$ cat src/rtl/pp_steer_pkg.sv
package pp_steer_pkg;
  // Alternation pointer: which output gets the next pulse.
  typedef enum logic {
    SEL_A = 1'b0,
    SEL_B = 1'b1
  } sel_e;

  localparam int NUM_OUT = 2;
endpackage

$ cat src/rtl/pp_req_gate.sv
// Combines the two polarity inputs and the over-temperature term
// into one qualified drive request.
module pp_req_gate (
  input  logic req_inv_n,
  input  logic req_pos,
  input  logic overtemp,
  output logic drive
);
  always_comb begin
    drive = (~req_inv_n) & req_pos & (~overtemp);
  end
endmodule

$ cat src/rtl/pp_offtime.sv
// Counts consecutive off cycles of the qualified request.
// Emits a one-cycle 'qual' strobe on the edge where the count reaches OFF_CYCLES.
module pp_offtime #(
  parameter int OFF_CYCLES = 20
) (
  input  logic clk,
  input  logic rst_n,
  input  logic drive,
  output logic qual
);
  localparam int CW = $clog2(OFF_CYCLES + 1);
  localparam logic [CW-1:0] LIMIT = CW'(OFF_CYCLES);
  localparam logic [CW-1:0] LAST  = CW'(OFF_CYCLES - 1);

  logic [CW-1:0] cnt_q;

  always_comb begin
    qual = (~drive) && (cnt_q == LAST);
  end

  always_ff @(posedge clk or negedge rst_n) begin
    if (!rst_n) begin
      cnt_q <= '0;
    end else if (drive) begin
      cnt_q <= '0;
    end else if (cnt_q != LIMIT) begin
      cnt_q <= cnt_q + 1'b1;
    end
  end
endmodule

$ cat src/rtl/pp_toggle.sv
// Alternation pointer. A pulse marks the pointer as used. It flips on the
// next qualified off interval, but only in alternating mode.
module pp_toggle
  import pp_steer_pkg::*;
(
  input  logic clk,
  input  logic rst_n,
  input  logic drive,
  input  logic alt_mode,
  input  logic qual,
  output sel_e sel
);
  logic used_q;
  sel_e sel_q;

  always_ff @(posedge clk or negedge rst_n) begin
    if (!rst_n) begin
      used_q <= 1'b0;
      sel_q  <= SEL_A;
    end else begin
      if (drive) begin
        used_q <= 1'b1;
      end else if (qual) begin
        used_q <= 1'b0;
        if (used_q && alt_mode) begin
          sel_q <= (sel_q == SEL_A) ? SEL_B : SEL_A;
        end
      end
    end
  end

  assign sel = sel_q;
endmodule

$ cat src/rtl/pp_fault_latch.sv
// Shutdown latch: sets on a fault during a pulse, clears on a qualified off interval.
module pp_fault_latch (
  input  logic clk,
  input  logic rst_n,
  input  logic drive,
  input  logic fault_stop,
  input  logic qual,
  output logic latched
);
  logic lat_q;

  always_ff @(posedge clk or negedge rst_n) begin
    if (!rst_n) begin
      lat_q <= 1'b0;
    end else if (drive && fault_stop) begin
      lat_q <= 1'b1;
    end else if (qual) begin
      lat_q <= 1'b0;
    end
  end

  assign latched = lat_q;
endmodule

$ cat src/rtl/pp_steer_ctrl.sv
// Top level: request gating, off-time qualifier, pointer, fault latch
// and the registered output stage.
module pp_steer_ctrl
  import pp_steer_pkg::*;
#(
  parameter int OFF_CYCLES = 20
) (
  input  logic clk,
  input  logic rst_n,
  input  logic req_inv_n,
  input  logic req_pos,
  input  logic alt_mode,
  input  logic fault_stop,
  input  logic overtemp,
  input  logic inh_a,
  input  logic inh_b,
  output logic out_a,
  output logic out_b
);
  logic drive;
  logic qual;
  logic latched;
  sel_e sel;
  logic [NUM_OUT-1:0] inh_vec;
  logic [NUM_OUT-1:0] out_q;

  pp_req_gate u_gate (
    .req_inv_n (req_inv_n),
    .req_pos   (req_pos),
    .overtemp  (overtemp),
    .drive     (drive)
  );

  pp_offtime #(.OFF_CYCLES(OFF_CYCLES)) u_off (
    .clk   (clk),
    .rst_n (rst_n),
    .drive (drive),
    .qual  (qual)
  );

  pp_toggle u_tog (
    .clk      (clk),
    .rst_n    (rst_n),
    .drive    (drive),
    .alt_mode (alt_mode),
    .qual     (qual),
    .sel      (sel)
  );

  pp_fault_latch u_flt (
    .clk        (clk),
    .rst_n      (rst_n),
    .drive      (drive),
    .fault_stop (fault_stop),
    .qual       (qual),
    .latched    (latched)
  );

  assign inh_vec = {inh_b, inh_a};

  // One registered lane per output. Lane i is steered when parallel,
  // or when the pointer selects it.
  for (genvar i = 0; i < NUM_OUT; i++) begin : g_lane
    logic steered;
    logic on_next;

    always_comb begin
      steered = (~alt_mode) | (sel == sel_e'(i));
      on_next = drive & ~latched & ~fault_stop & steered & ~inh_vec[i];
    end

    always_ff @(posedge clk or negedge rst_n) begin
      if (!rst_n) begin
        out_q[i] <= 1'b0;
      end else begin
        out_q[i] <= on_next;
      end
    end
  end

  assign out_a = out_q[0];
  assign out_b = out_q[1];
endmodule

$ cat config.mk
export PLATFORM = sky130hd
export DESIGN_NAME = pp_steer_ctrl
export DESIGN_NICKNAME = d
export VERILOG_FILES = /design/src/rtl/pp_steer_pkg.sv /design/src/rtl/pp_req_gate.sv /design/src/rtl/pp_offtime.sv /design/src/rtl/pp_toggle.sv /design/src/rtl/pp_fault_latch.sv /design/src/rtl/pp_steer_ctrl.sv
export SDC_FILE = /design/constraint.sdc
export NUM_CORES = 1
export LEC_CHECK = 0
export CAP_MARGIN = 40
export CORE_AREA = 4 4 41 43
export CTS_CLUSTER_SIZE = 14
export DETAILED_ROUTE_END_ITERATION = 10
export DIE_AREA = 0 0 45 47
export SKIP_CTS_REPAIR_TIMING = 1
export SYNTH_ARGS = -nofsm -noshare
export SYNTH_HDL_FRONTEND = slang
export SYNTH_SLANG_ARGS = --single-unit
export TNS_END_PERCENT = 5
$ cat constraint.sdc
create_clock -name clk -period 1.3 [get_ports clk]
set_input_delay 0.195 -clock clk [delete_from_list [all_inputs] [get_ports clk]]
set_output_delay 0.195 -clock clk [all_outputs]
set_load 0.05 [all_outputs]
==> impl_metrics.tcl, run 1 <==
set metrics [dict create \
    finalNetCount 71 \
    fin_setup_tns_ns 0 \
    seqPwrFrac_pct 47.6 \
    cp-start-kind "flip-flop" \
    area.sequential_um2 250 \
    placed_cells 69 \
    ys_types 19 \
    skew_ns 0.00883 \
    antenna_cells 0 \
    rows 13 \
    synthAdderAreaFrac_pct 5.00 \
    drtPass1Iterations 4 \
    place_congestion 0.793 \
    ys_seq_elements 10 \
    finalCritPeriodShare_pct 96.6 \
    synthTopCellsByCount "dfrtp_1, nor2_1, inv_1, xor2_1" \
    drc 0 \
    n_fill_cell 125 \
    synth-main-ff-cell "dfrtp_1" \
    power_switching_uw 405 \
    drtIter0Drc 12 \
    p_per_area_nw_per_um2 1710 \
    async_flop_share_pct 100 \
    wl_um 966 \
    slew_violations 0 \
    synth_edf_count 0 \
    crit_fanout 4 \
    yosys.area.top_type "dfrtp_1" \
    cts_buffer_depth 2 \
    grt_pass1_wl_um 1610 \
    cts.clk_slew.worst_paths_ns 0.07 \
    dp_hpwl_um 788 \
    postSynthCellCount 42 \
    p_int_uw 772 \
    vias 373 \
    cts_tree "built" \
    initial_utilization_pct 38.5 \
    muxShareOfSynthArea_pct 2.00 \
    numPortBuffers 10 \
    cts_buffers 3 \
    final_core_util_pct 52.8 \
    setup_viol 0 \
    tightest_slew_ns 0.430 \
    cts_sinks 10 \
    grt-ovfl-total 0 \
    drive_gt1_share_pct 27.6 \
    vdd_ir_drop_max_mv 0.858 \
    cts.root.buffer_cell "clkbuf_4" \
    syn_to_final_growth_pct 37.3 \
    synth_area_per_cell_um2 11.9 \
    synthSimpleGateAreaFrac_pct 25.8 \
    cap_violations 0 \
    syn_nets 53 \
    fin_area_um2 687 \
    multiInputGateArea_um2 241 \
    crit_type "flip-flop to flip-flop" \
    core_area_um2 1300 \
    die_y_um 47 \
    finalHoldViolCount 0 \
    synth_compound_area_share_pct 6.25 \
    wl_per_cell_um 13.2 \
    p_clk_share_pct 17.2 \
    antenna_found_initial 0 \
    p_leak_uw 0.000309 \
    netSwitchingFraction_pct 34.4 \
    ant_nets 0 \
    clkLatencyLatePin_ns 0.26 \
    yosys_warnings 0 \
    p_comb_share_pct 35.2 \
    synth_xor_area_share_pct 8.75 \
    syn_area_um2 500 \
    placed_area_um2 654 \
    endpoint_kind "flip-flop" \
    first_global_vias 406 \
    synth_top_family_by_area "simple AND/OR/NAND/NOR gates" \
    dieArea_um2 2120 \
    status "complete, no violations" \
    grt_use_total_pct 10.7 \
    fin_cells 73 \
    fmax_mhz 796 \
    worstHoldPathType "input pin to asynchronous set/reset pin" \
    grt_max_degree 11 \
    rsz0062_at_grt "true" \
    worstPathArrival_ns 1.40 \
    die_w_um 45 \
    crit_required_ns 1.45 \
    pin_count 11 \
    synthTopCellsByArea "dfrtp_1, nand4bb_4, xor2_1" \
    layout_min_cycle_time_ns 1.26 \
    max_slew_margin_pct 71.3 \
    synth.most_common_cell "dfrtp_1" \
    viasPerCell 5.11 \
    htree_levels 1 \
    synth_seq_area_share_pct 50.0 \
    synth_top_area_share_pct 50.0 \
]
==> routing by layer <==
layer | up-vias | track usage (%) | routed length, µm
met5 | - | 0 | 0
met4 | 0 | 5.26 | 21
met3 | 2 | 3.45 | 77
met2 | 15 | 19.5 | 488
met1 | 182 | 11.1 | 378
li1 | 174 | - | -
==> path summary, 6_finish.rpt <==
path                           startpoint        endpoint  slack, ns  cells past startpoint
max                        u_off.cnt_q[1]  u_off.cnt_q[0]       0.04                      5
min                                 rst_n           out_b       0.24                      1
max reg2reg                u_off.cnt_q[1]  u_off.cnt_q[0]       0.04                      5
min reg2reg                  u_tog.used_q    u_tog.used_q       0.49                      1
max in group asynchronous           rst_n           out_a       0.75                      1
min in group clk             u_tog.used_q    u_tog.used_q       0.49                      1
==> through the flow <==
| stage | hold slack [ns] | total power, µW | worst slack [ns] |
|---|---|---|---|
| finish | 0.240 | 1180 | 0.0444 |
| detailed placement | 0.477 | 958 | -0.0648 |
| floorplan | -0.101 | 824 | 0.155 |
| global placement | 0.475 | 911 | -0.0390 |
| CTS | 0.264 | 1160 | -0.0209 |
| global route | 0.287 | 1250 | -0.0279 |
==> critical path, cell delays in order (launching register included) <==
cell	delay [ns]
dfrtp_1	0.42
inv_1	0.07
ha_1	0.14
nand4b_1	0.22
xnor2_1	0.23
nor2_1	0.07
==> placed cells by master, fill, tap and decap left out, drive strengths merged <==
master | synthesis | layout
ha | 2 | 2
nand2 | 2 | 2
a21oi | 2 | 2
clkbuf | 0 | 3
nor2b | 1 | 1
nand3 | 2 | 2
nor3b | 1 | 1
nor2 | 6 | 6
a21o | 1 | 1
clkdlybuf4s50 | 0 | 8
inv | 3 | 3
mux2i | 1 | 1
nand4bb | 1 | 1
xor2 | 3 | 3
buf | 0 | 5
dfrtp | 10 | 10
nand4b | 1 | 1
a211oi | 1 | 1
nor3 | 3 | 3
xnor2 | 2 | 2
==> power by group through the flow <==
stage               sequential, µW  clock, µW  combinational (µW)
global placement               557          0                 353
global route                   574        221                 453
CTS                            565        205                 390
floorplan                      541          0                 283
detailed placement             567          0                 391
finish                         560        203                 414
==> state kept, by name, summed over array words and instances, names as in the netlist <==
| signal | count |
|---|---|
| u_off.cnt_q | 5 |
| out_a | 1 |
| out_b | 1 |
| u_flt.latched | 1 |
| u_tog.sel | 1 |
| u_tog.used_q | 1 |
==> cells by family after synthesis <==
family	count (synthesis)
buf+inv	3
mux	1
flops	10
fa+ha+maj	2
compound gates	4
simple gates	17
xor+xnor	5
==> final cells by class <==
| cell class | instances | share of cell area [%] |
|---|---|---|
| flip-flops and latches | 10 | 36.4 |
| multi-input cells | 29 | 35.2 |
| repair buffers | 13 | 20.8 |
| clock buffers | 3 | 3.28 |
| well taps | 15 | 2.73 |
| inverters | 3 | 1.64 |
Note: power is estimated with default switching activity, not from simulation.
==> run 2: changes to the inputs <==
--- a/config.mk
+++ b/config.mk
@@ -7,11 +7,14 @@
 export LEC_CHECK = 0
 export CAP_MARGIN = 40
 export CORE_AREA = 4 4 41 43
+export CTS_BUF_LIST = sky130_fd_sc_hd__clkbuf_4
 export CTS_CLUSTER_SIZE = 14
 export DETAILED_ROUTE_END_ITERATION = 10
 export DIE_AREA = 0 0 45 47
+export PLACE_DENSITY_LB_ADDON = 0.15
 export SKIP_CTS_REPAIR_TIMING = 1
 export SYNTH_ARGS = -nofsm -noshare
 export SYNTH_HDL_FRONTEND = slang
+export SYNTH_HIERARCHICAL = 1
 export SYNTH_SLANG_ARGS = --single-unit
 export TNS_END_PERCENT = 5
==> run 2 against run 1 <==
Routed wire length increased by 4.5%; highest routed layer is now met3; the run now ends with setup timing left; flip-flop and latch count is the same; largest cell class is now multi-input gates; first-iteration DRC count is 100% lower; area after synthesis increased by 7.3%; cell area grew 8.4%.
==> impl_metrics.tcl, run 2 <==
set metrics [dict create \
    status "finished with violations" \
    violations "setup timing" \
    async_flop_share_pct 100 \
    synth.most_common_cell "dfrtp_1" \
    r2r_slack_ns -0.006 \
    cp-start-kind "flip-flop" \
    dieArea_um2 2120 \
    cp_slowest_cell "dfrtp_1" \
    max_slew_margin_pct 70.7 \
    path_delay_family "flip-flops" \
    core_area_um2 1300 \
    syn_area_um2 537 \
    setup_viol 1 \
    cts_sinks 10 \
    p_per_area_nw_per_um2 1660 \
    finalCritPeriodShare_pct 100 \
    first_global_vias 384 \
    crit_type "flip-flop to flip-flop" \
    finalHoldViolCount 0 \
    synth_edf_count 0 \
    synth_top_area_share_pct 46.6 \
    p_leak_uw 0.000322 \
    placed_area_um2 713 \
    ys_seq_elements 10 \
    fin_area_um2 744 \
    drtPass1Iterations 1 \
    synthTopCellsByCount "dfrtp_1, inv_1, nor2_1, nor2b_1" \
    drive_gt1_share_pct 33.8 \
    postSynthCellCount 46 \
    crit_required_ns 1.44 \
    grt_use_total_pct 11.8 \
    crit_chain "inv_1, ha_1, and4b_4, mux2_4" \
    tightest_slew_ns 0.438 \
    initial_utilization_pct 41.3 \
    numPortBuffers 10 \
    cts_buffers 3 \
    worstPathArrival_ns 1.45 \
    die_y_um 47 \
    slew_violations 0 \
    wl_um 1010 \
    startpoint "u_off/cnt_q[1]" \
    crit_fanout 4 \
    crit_buf_inv 1 \
    crit_path_max_incr_delay_ns 0.41 \
    dp_hpwl_um 775 \
    htree_levels 1 \
    ys_types 27 \
    ant_nets 0 \
    fmax_mhz 766 \
    vdd_ir_drop_max_mv 0.728 \
    syn_nets 57 \
    setup_ws_ns -0.00595 \
    grt-ovfl-total 0 \
    layout_common_cells "dfrtp_1, clkdlybuf4s50_1, buf_4, inv_1" \
    antenna_cells 0 \
    cts.root.buffer_cell "clkbuf_4" \
    drc 0 \
    timing.rr.start "u_off/cnt_q[1]" \
    grt_max_degree 12 \
    cts_tree "built" \
    finalNetCount 77 \
    rsz0062_at_grt "true" \
    yosys_warnings 6 \
    antenna_found_initial 0 \
    syn_to_final_growth_pct 38.7 \
    cts.clk_slew.worst_paths_ns 0.07 \
    largest_register_ff_count 5 \
    wl_per_cell_um 12.6 \
    synth_seq_area_share_pct 46.6 \
    synth_area_per_cell_um2 11.7 \
    fin_setup_tns_ns -0.00595 \
    grt_pass1_wl_um 1680 \
    viasPerCell 4.89 \
    pin_count 11 \
    endpoint_kind "flip-flop" \
    final_common_cell "dfrtp_1" \
    synth-main-ff-cell "dfrtp_1" \
    final_core_util_pct 57.2 \
    yosys.area.top_type "dfrtp_1" \
    vias 391 \
    synthTopCellsByArea "dfrtp_1, ha_1, nor2b_1" \
    rows 13 \
    regMostFlops "u_off/cnt_q" \
    cts_buffer_depth 2 \
    clkLatencyLatePin_ns 0.27 \
    worstHoldPathType "input pin to asynchronous set/reset pin" \
    die_w_um 45 \
    layout_min_cycle_time_ns 1.31 \
    skew_ns 0.00914 \
    place_congestion 0.701 \
    cap_violations 0 \
    drtIter0Drc 0 \
]
[run 2: where the power goes]
group / switching [µW] / total [µW] / internal (µW)
logic: 179 / 458 / 279
registers: 125 / 558 / 433
clock network: 107 / 218 / 111
total: 411 / 1230 / 823
[run 2: cells by family (layout without fill, tap and decap cells)]
kind of cell	after synthesis	after routing	share of synthesized area (%)
simple gates	19	19	26.3
flops	10	10	46.6
compound gates	7	7	11.2
buf+inv	4	23	2.80
mux	3	3	6.76
fa+ha+maj	2	2	4.66
xor+xnor	1	1	1.63
[run 2: cell type report]
cell class	count	area (µm²)
Fill cell	123	557
Clock inverter	1	3.75
Sequential cell	10	250
Tap cell	15	18.8
Inverter	4	15.0
Timing Repair Buffer	15	158
Clock buffer	3	22.5
Multi-Input combinational cell	32	277
[run 2: stage by stage]
step                      hold slack [ns]  setup WS [ns]  instances  power (µW)
final                               0.233       -0.00595         80        1230
after global placement              0.475         -0.228         76        1010
after global routing                0.254        -0.0513         80        1360
after floorplan                    -0.101         0.0262         46         852
after CTS                           0.246       -0.00985         80        1250
after detailed placement            0.479         -0.240         76        1020
[run 2: per-layer routing]
| layer | vias up | wire (µm) | global-route usage, % |
|---|---|---|---|
| met5 | - | 0 | 0 |
| met4 | 0 | 0 | 8.77 |
| met3 | 0 | 57 | 4.60 |
| met2 | 7 | 508 | 18.6 |
| met1 | 186 | 443 | 12.9 |
| li1 | 198 | - | - |
[run 2: final timing paths]
path,end,cells after the start
min in group clk,out_b,2
worst min register to register,u_tog/used_q,1
worst max-delay path,u_off/cnt_q[0],4
worst min-delay path,out_b,1
max in group asynchronous,u_off/cnt_q[0],1
worst max register to register,u_off/cnt_q[0],4
